===== config.mk =====
export PLATFORM = sky130hd
export DESIGN_NAME = pwrdn_ctrl
export DESIGN_NICKNAME = d
export VERILOG_FILES = /design/src/rtl/pwrdn_pkg.sv /design/src/rtl/pwrdn_cfg_reg.sv /design/src/rtl/pwrdn_settle_timer.sv /design/src/rtl/pwrdn_bus_policy.sv /design/src/rtl/pwrdn_ctrl.sv
export SDC_FILE = /design/constraint.sdc
export NUM_CORES = 1
export LEC_CHECK = 0
export ABC_CLOCK_PERIOD_IN_PS = 2800
export BUFFER_PORTS_ARGS = -buffer_cell sky130_fd_sc_hd__buf_2
export CAP_MARGIN = 40
export CELL_PAD_IN_SITES_DETAIL_PLACEMENT = 2
export CELL_PAD_IN_SITES_GLOBAL_PLACEMENT = 2
export CORE_MARGIN = 3
export CORE_UTILIZATION = 29
export DETAILED_ROUTE_END_ITERATION = 10
export PLACE_DENSITY = 0.82
export SETUP_SLACK_MARGIN = 0.5
export SLEW_MARGIN = 25
export SYNTH_ARGS = -nofsm -noshare
export SYNTH_HDL_FRONTEND = slang
export SYNTH_SLANG_ARGS = --single-unit

===== constraint.sdc =====
create_clock -name clk -period 2.8 [get_ports clk]
set_clock_uncertainty 0.05 [all_clocks]
set_input_delay 0.7 -clock clk [delete_from_list [all_inputs] [get_ports clk]]
set_output_delay 0.7 -clock clk [all_outputs]
set_load 0.05 [all_outputs]

===== src/rtl/pwrdn_pkg.sv =====
package pwrdn_pkg;

    typedef enum logic [1:0] {
        PD_RUN,
        PD_SLEEP,
        PD_STANDBY,
        PD_SETTLE
    } pd_state_e;

    // log2 of the longest wait; sets the counter width
    localparam int SETTLE_MAX_EXP = 18;

    localparam int CFG_SBY_BIT = 7;
    localparam int CFG_SEL_LSB = 4;
    localparam int CFG_OE_BIT  = 1;
    localparam int CFG_ERR_BIT = 0;

    // log2 of the settle wait for a select code; 111 falls back to the longest
    function automatic int settle_exp(input logic [2:0] code);
        int e;
        case (code)
            3'd6:    e = 10;
            3'd7:    e = SETTLE_MAX_EXP;
            default: e = 13 + int'(code);
        endcase
        return e;
    endfunction

endpackage


===== src/rtl/pwrdn_cfg_reg.sv =====
module pwrdn_cfg_reg
    import pwrdn_pkg::*;
(
    input  logic       clk,
    input  logic       rst_n,
    input  logic       we,
    input  logic [7:0] wdata,
    output logic       sby_en,
    output logic [2:0] settle_sel,
    output logic       hold_oe,
    output logic       bad_code
);

    always_ff @(posedge clk or negedge rst_n) begin
        if (!rst_n) begin
            sby_en     <= 1'b0;
            settle_sel <= 3'd0;
            hold_oe    <= 1'b0;
            bad_code   <= 1'b0;
        end else if (we) begin
            sby_en     <= wdata[CFG_SBY_BIT];
            settle_sel <= wdata[CFG_SEL_LSB +: 3];
            hold_oe    <= wdata[CFG_OE_BIT];
            if (wdata[CFG_SEL_LSB +: 3] == 3'b111) begin
                bad_code <= 1'b1;
            end
        end
    end

endmodule


===== src/rtl/pwrdn_settle_timer.sv =====
module pwrdn_settle_timer
    import pwrdn_pkg::*;
#(
    parameter int SETTLE_SHIFT = 0
) (
    input  logic       clk,
    input  logic       rst_n,
    input  logic       load,
    input  logic       dec,
    input  logic [2:0] sel,
    output logic       zero
);

    localparam int CNT_W = SETTLE_MAX_EXP - SETTLE_SHIFT;

    logic [CNT_W-1:0] cnt_q;
    logic [CNT_W-1:0] load_val;
    int               sh;

    // Wait of W states: load W-1, so the count spans W cycles
    always_comb begin
        sh = settle_exp(sel) - SETTLE_SHIFT;
        if (sh < 0) begin
            sh = 0;
        end
        load_val = CNT_W'((64'd1 << sh) - 64'd1);
    end

    always_ff @(posedge clk or negedge rst_n) begin
        if (!rst_n) begin
            cnt_q <= '0;
        end else if (load) begin
            cnt_q <= load_val;
        end else if (dec && (cnt_q != '0)) begin
            cnt_q <= cnt_q - 1'b1;
        end
    end

    assign zero = (cnt_q == '0);

endmodule


===== src/rtl/pwrdn_bus_policy.sv =====
module pwrdn_bus_policy #(
    parameter int ADDR_W = 24,
    parameter int STB_W  = 8
) (
    input  logic              clk,
    input  logic              rst_n,
    input  logic              standby,
    input  logic              hold_oe,
    input  logic [ADDR_W-1:0] addr_in,
    input  logic [STB_W-1:0]  strobe_in,
    output logic [ADDR_W-1:0] addr_out,
    output logic              addr_oe,
    output logic [STB_W-1:0]  strobe_out,
    output logic              strobe_oe
);

    logic [ADDR_W-1:0] addr_hold_q;

    // Track the live address until standby begins, then freeze it
    always_ff @(posedge clk or negedge rst_n) begin
        if (!rst_n) begin
            addr_hold_q <= '0;
        end else if (!standby) begin
            addr_hold_q <= addr_in;
        end
    end

    always_comb begin
        addr_out   = addr_in;
        strobe_out = strobe_in;
        addr_oe    = 1'b1;
        strobe_oe  = 1'b1;
        if (standby) begin
            if (hold_oe) begin
                addr_out   = addr_hold_q;
                strobe_out = '1;
            end else begin
                addr_oe    = 1'b0;
                strobe_oe  = 1'b0;
            end
        end
    end

endmodule


===== src/rtl/pwrdn_ctrl.sv =====
module pwrdn_ctrl
    import pwrdn_pkg::*;
#(
    parameter int ADDR_W       = 24,
    parameter int STB_W        = 8,
    parameter int SETTLE_SHIFT = 0
) (
    input  logic              clk,
    input  logic              rst_n,
    input  logic              cfg_we,
    input  logic [7:0]        cfg_wdata,
    output logic [7:0]        cfg_rdata,
    input  logic              sleep_req,
    input  logic              ext_irq,
    input  logic [ADDR_W-1:0] addr_in,
    input  logic [STB_W-1:0]  strobe_in,
    output logic [ADDR_W-1:0] addr_out,
    output logic              addr_oe,
    output logic [STB_W-1:0]  strobe_out,
    output logic              strobe_oe,
    output logic              in_sleep,
    output logic              in_standby,
    output logic              settle_hold,
    output logic              wake_ready
);

    pd_state_e  state_q, state_d;
    logic       sby_en, hold_oe, bad_code;
    logic [2:0] settle_sel;
    logic       timer_load, timer_dec, timer_zero;

    pwrdn_cfg_reg u_cfg (
        .clk        (clk),
        .rst_n      (rst_n),
        .we         (cfg_we),
        .wdata      (cfg_wdata),
        .sby_en     (sby_en),
        .settle_sel (settle_sel),
        .hold_oe    (hold_oe),
        .bad_code   (bad_code)
    );

    always_comb begin
        cfg_rdata                      = '0;
        cfg_rdata[CFG_SBY_BIT]         = sby_en;
        cfg_rdata[CFG_SEL_LSB +: 3]    = settle_sel;
        cfg_rdata[CFG_OE_BIT]          = hold_oe;
        cfg_rdata[CFG_ERR_BIT]         = bad_code;
    end

    always_ff @(posedge clk or negedge rst_n) begin
        if (!rst_n) begin
            state_q <= PD_RUN;
        end else begin
            state_q <= state_d;
        end
    end

    always_comb begin
        state_d = state_q;
        unique case (state_q)
            PD_RUN:     if (sleep_req)  state_d = sby_en ? PD_STANDBY : PD_SLEEP;
            PD_SLEEP:   if (ext_irq)    state_d = PD_RUN;
            PD_STANDBY: if (ext_irq)    state_d = PD_SETTLE;
            PD_SETTLE:  if (timer_zero) state_d = PD_RUN;
            default:                    state_d = PD_RUN;
        endcase
    end

    always_comb begin
        in_sleep    = 1'b0;
        in_standby  = 1'b0;
        settle_hold = 1'b0;
        wake_ready  = 1'b0;
        timer_load  = 1'b0;
        timer_dec   = 1'b0;
        unique case (state_q)
            PD_RUN:     ;
            PD_SLEEP:   in_sleep = 1'b1;
            PD_STANDBY: begin
                in_standby = 1'b1;
                timer_load = ext_irq;
            end
            PD_SETTLE:  begin
                settle_hold = 1'b1;
                timer_dec   = 1'b1;
                wake_ready  = timer_zero;
            end
            default:    ;
        endcase
    end

    pwrdn_settle_timer #(
        .SETTLE_SHIFT (SETTLE_SHIFT)
    ) u_timer (
        .clk   (clk),
        .rst_n (rst_n),
        .load  (timer_load),
        .dec   (timer_dec),
        .sel   (settle_sel),
        .zero  (timer_zero)
    );

    pwrdn_bus_policy #(
        .ADDR_W (ADDR_W),
        .STB_W  (STB_W)
    ) u_bus (
        .clk        (clk),
        .rst_n      (rst_n),
        .standby    (in_standby),
        .hold_oe    (hold_oe),
        .addr_in    (addr_in),
        .strobe_in  (strobe_in),
        .addr_out   (addr_out),
        .addr_oe    (addr_oe),
        .strobe_out (strobe_out),
        .strobe_oe  (strobe_oe)
    );

endmodule


==> results.md <==
* Setup TNS at 0 ns
* Final Net Count at 472
* Crit Path Max Fanout at 8
* Post-synth top area share at 0.403
* Initial core utilization at 0.299
* WL/cell at 27.0 um
* Synth Area in XOR/XNOR at 0.0310
* DRC violations left at 0
* Ports at 91
* Post-route ant nets at 0
* Post-Syn Area at 3100 sq um
* Worst endpoint required time at 2.05 ns
* Worst-Skew Late Latency at roughly 0.35 ns
* RSZ-0062 raised after global routing: yes
* Pin count of the biggest net entering global routing at 30
* Slew HR at 0.623
* Crit path time final at 2.56 ns
* Pins over their slew limit at 0
* Sink Count at 50
* GRT Total Usage at 0.212
* Critical Path Slowest Stage Cell: dfrtp_2
* Ys Warns at 0
* Die area at 12,000 sq um
* CTS root buffer: clkbuf_8
* Initial antenna violation count at 1
* VDD IR max at around 0.0003 V
* TritonCTS Buffers at 5
* Number of synthesized flops with an enable pin at 0
* PwrDens at ~720 nW/um^2
* Detailed Route Iter0 Violations at 119
* CTS max path bufs at 2
* P_leak at roughly 2.2 nW
* Count of hold buffers inserted by post-cts repair at 0
* Post-synthesis adder-cell area fraction at 0.0161
* Max-cap violations at 0
* Pre-antenna DRT Iters at 4
* Vias at 3,024
* Fin Hold WS at 0.269 ns
* Avg Cell Area, Syn at 10.3 sq um
* Synth top area cells: dfrtp_1 40%, mux2_2 19%, nand2_1 3.0%
* # setup viols final at 0
* Endpoint type of the worst setup path: output pin
* WS Path Type: register to output pin
* First-pass GRT wire length at 19,300 um
* Status: finished, final reports clean
* Largest family of logic cells by synthesized area: multiplexers
* Most frequent cell after synthesis: mux2_2
* Top achievable clock speed at 390 MHz
* Synth cell count leaders: 51 x mux2_2, 50 x dfrtp_1, 25 x nand2_1, 18 x nor2_1, 14 x o21ai_0
* Final GP Congestion at 0.833
* Layout cells sized above 1 at 0.613
* Worst setup SP type: register
* Mux cell area share after synthesis at 0.210
* Asr flop ratio synth at 1.00
* Final wirelength at between 15,000 and 20,000 um
* Worst-Margin Slew at roughly 0.57 ns
* CP Cell Sequence: and2b_2, nand2_4, buf_16, mux2_4, buf_6
* Syn Inst Count at 300
* Ys flop type: dfrtp_1
* Area Growth Syn to Fin at 55.6%
* DP HPWL at 7600 um
* Simple-gate portion of the synthesized area at 0.163
* Final Hold Viols at 0
* CTS tree: done
* Worst EP arrival at roughly 1.8 ns
* Period utilization at 0.915
* Die height at roughly 110 um
* Port Buffers at 85
* Vias in the first global route at 3,393
* Vias per inst at approximately 5.4
* Register area share after synthesis at 0.403
* H-tree depth at 2
* Post-synthesis compound-gate area fraction at 0.126
* Row cnt at 37
* Netlist cell types at 61
* Overflow after GRT at 0
* Area leader, netlist: dfrtp_1
* Worst-path clk slew at 0.12 ns
* Die X at 109 um
* Core Footprint at about 10,000 sq um
* Largest stage delay on the critical path at about 0.43 ns
* Flops & latches, synth at 50
* Worst Hold Class: primary input to asynchronous set/reset pin
* Post-layout util at 0.465
==> layout by cell type, fill, tap and decap left out, drive strengths merged, types with 4 or more instances in the layout <==
cell type	instances
buf	136
mux2	53
dfrtp	50
nand2	25
nor2	18
o21ai	15
a21oi	12
nand2b	10
nor3	10
xnor2	7
clkbuf	7
o211ai	7
inv	6
nand3	5
xor2	4
nor4b	4
o221ai	4
a211oi	4
mux2i	4
ha	4
==> registers in the layout, summed over array words and instances (netlist names) <==
name / cells
u_bus.addr_hold_q: 24
u_cfg.bad_code: 1
state_q: 2
u_cfg.sby_en: 1
u_cfg.hold_oe: 1
u_timer.cnt_q: 18
u_cfg.settle_sel: 3
==> stage by stage <==
step                instances  total power [mW]  setup slack [ns]  cell area [sq um]
floorplan                 301              1.95             0.316               3320
global placement          513              2.18             0.178               3820
detailed placement        514              2.26             0.143               3820
CTS                       543              3.08             0.258               4420
global route              561              3.63             0.127               4830
finish                    561              3.46             0.238               4830
==> routing by layer <==
| layer | share of wire | wire [um] | GRT usage |
|---|---|---|---|
| met2 | 0.57 | 8620 | 0.430 |
| met5 | 0 | 0 | 0 |
| met4 | 0.045 | 688 | 0.0641 |
| met3 | 0.035 | 533 | 0.0247 |
| met1 | 0.35 | 5300 | 0.225 |
==> cells by family (layout without fill, tap and decap cells) <==
group	count (synthesis)	after routing
buf+inv	27	150
compound gates	56	56
xor+xnor	11	11
fa+ha+maj	4	4
flops	50	50
mux	57	57
simple gates	94	94
other cells	1	3
==> critical path, delay by kind of cell (launching register included) <==
kind	cells	cell delay [ns]
flops	1	0.43
buf+inv	2	0.35
simple gates	2	0.38
mux	1	0.32
==> power by group <==
group,total [mW],switching [mW],internal (mW)
logic,1.72,0.968,0.751
clock network,0.601,0.306,0.295
registers,1.15,0.252,0.894
total,3.46,1.53,1.94
==> timing repair <==
action,4_1_cts,5_1_grt
setup endpoints to repair,44,50
resized for setup,90,58
pin swaps,8,15
gates cloned,1,1
buffers inserted,20,16
==> worst paths after layout <==
check | start | end | slack, ns | cells after the start
worst max-delay path | state_q[0]$_DFFE_PN0P_ | addr_out[3] | 0.24 | 5
worst min-delay path | rst_n | u_bus.addr_hold_q[19]$_DFFE_PN0N_ | 0.27 | 2
worst max register to register | state_q[0]$_DFFE_PN0P_ | u_timer.cnt_q[16]$_DFFE_PN0P_ | 0.28 | 10
worst min register to register | u_cfg.bad_code$_DFFE_PN0P_ | u_cfg.bad_code$_DFFE_PN0P_ | 0.43 | 1
max in group asynchronous | rst_n | u_cfg.settle_sel[1]$_DFFE_PN0P_ | 2.01 | 2
min in group clk | u_cfg.bad_code$_DFFE_PN0P_ | u_cfg.bad_code$_DFFE_PN0P_ | 0.43 | 1
==> area by class of cell <==
cell class,instances,area [sq um]
Sequential cell,50,1260
Timing Repair Buffer,137,1140
Clock inverter,2,38.8
Fill cell,1056,5540
Tap cell,136,170
Inverter,5,21.3
Clock buffer,6,82.6
Multi-Input combinational cell,224,2110
Antenna cell,1,2.50
Note: power is estimated with default switching activity, not from simulation.
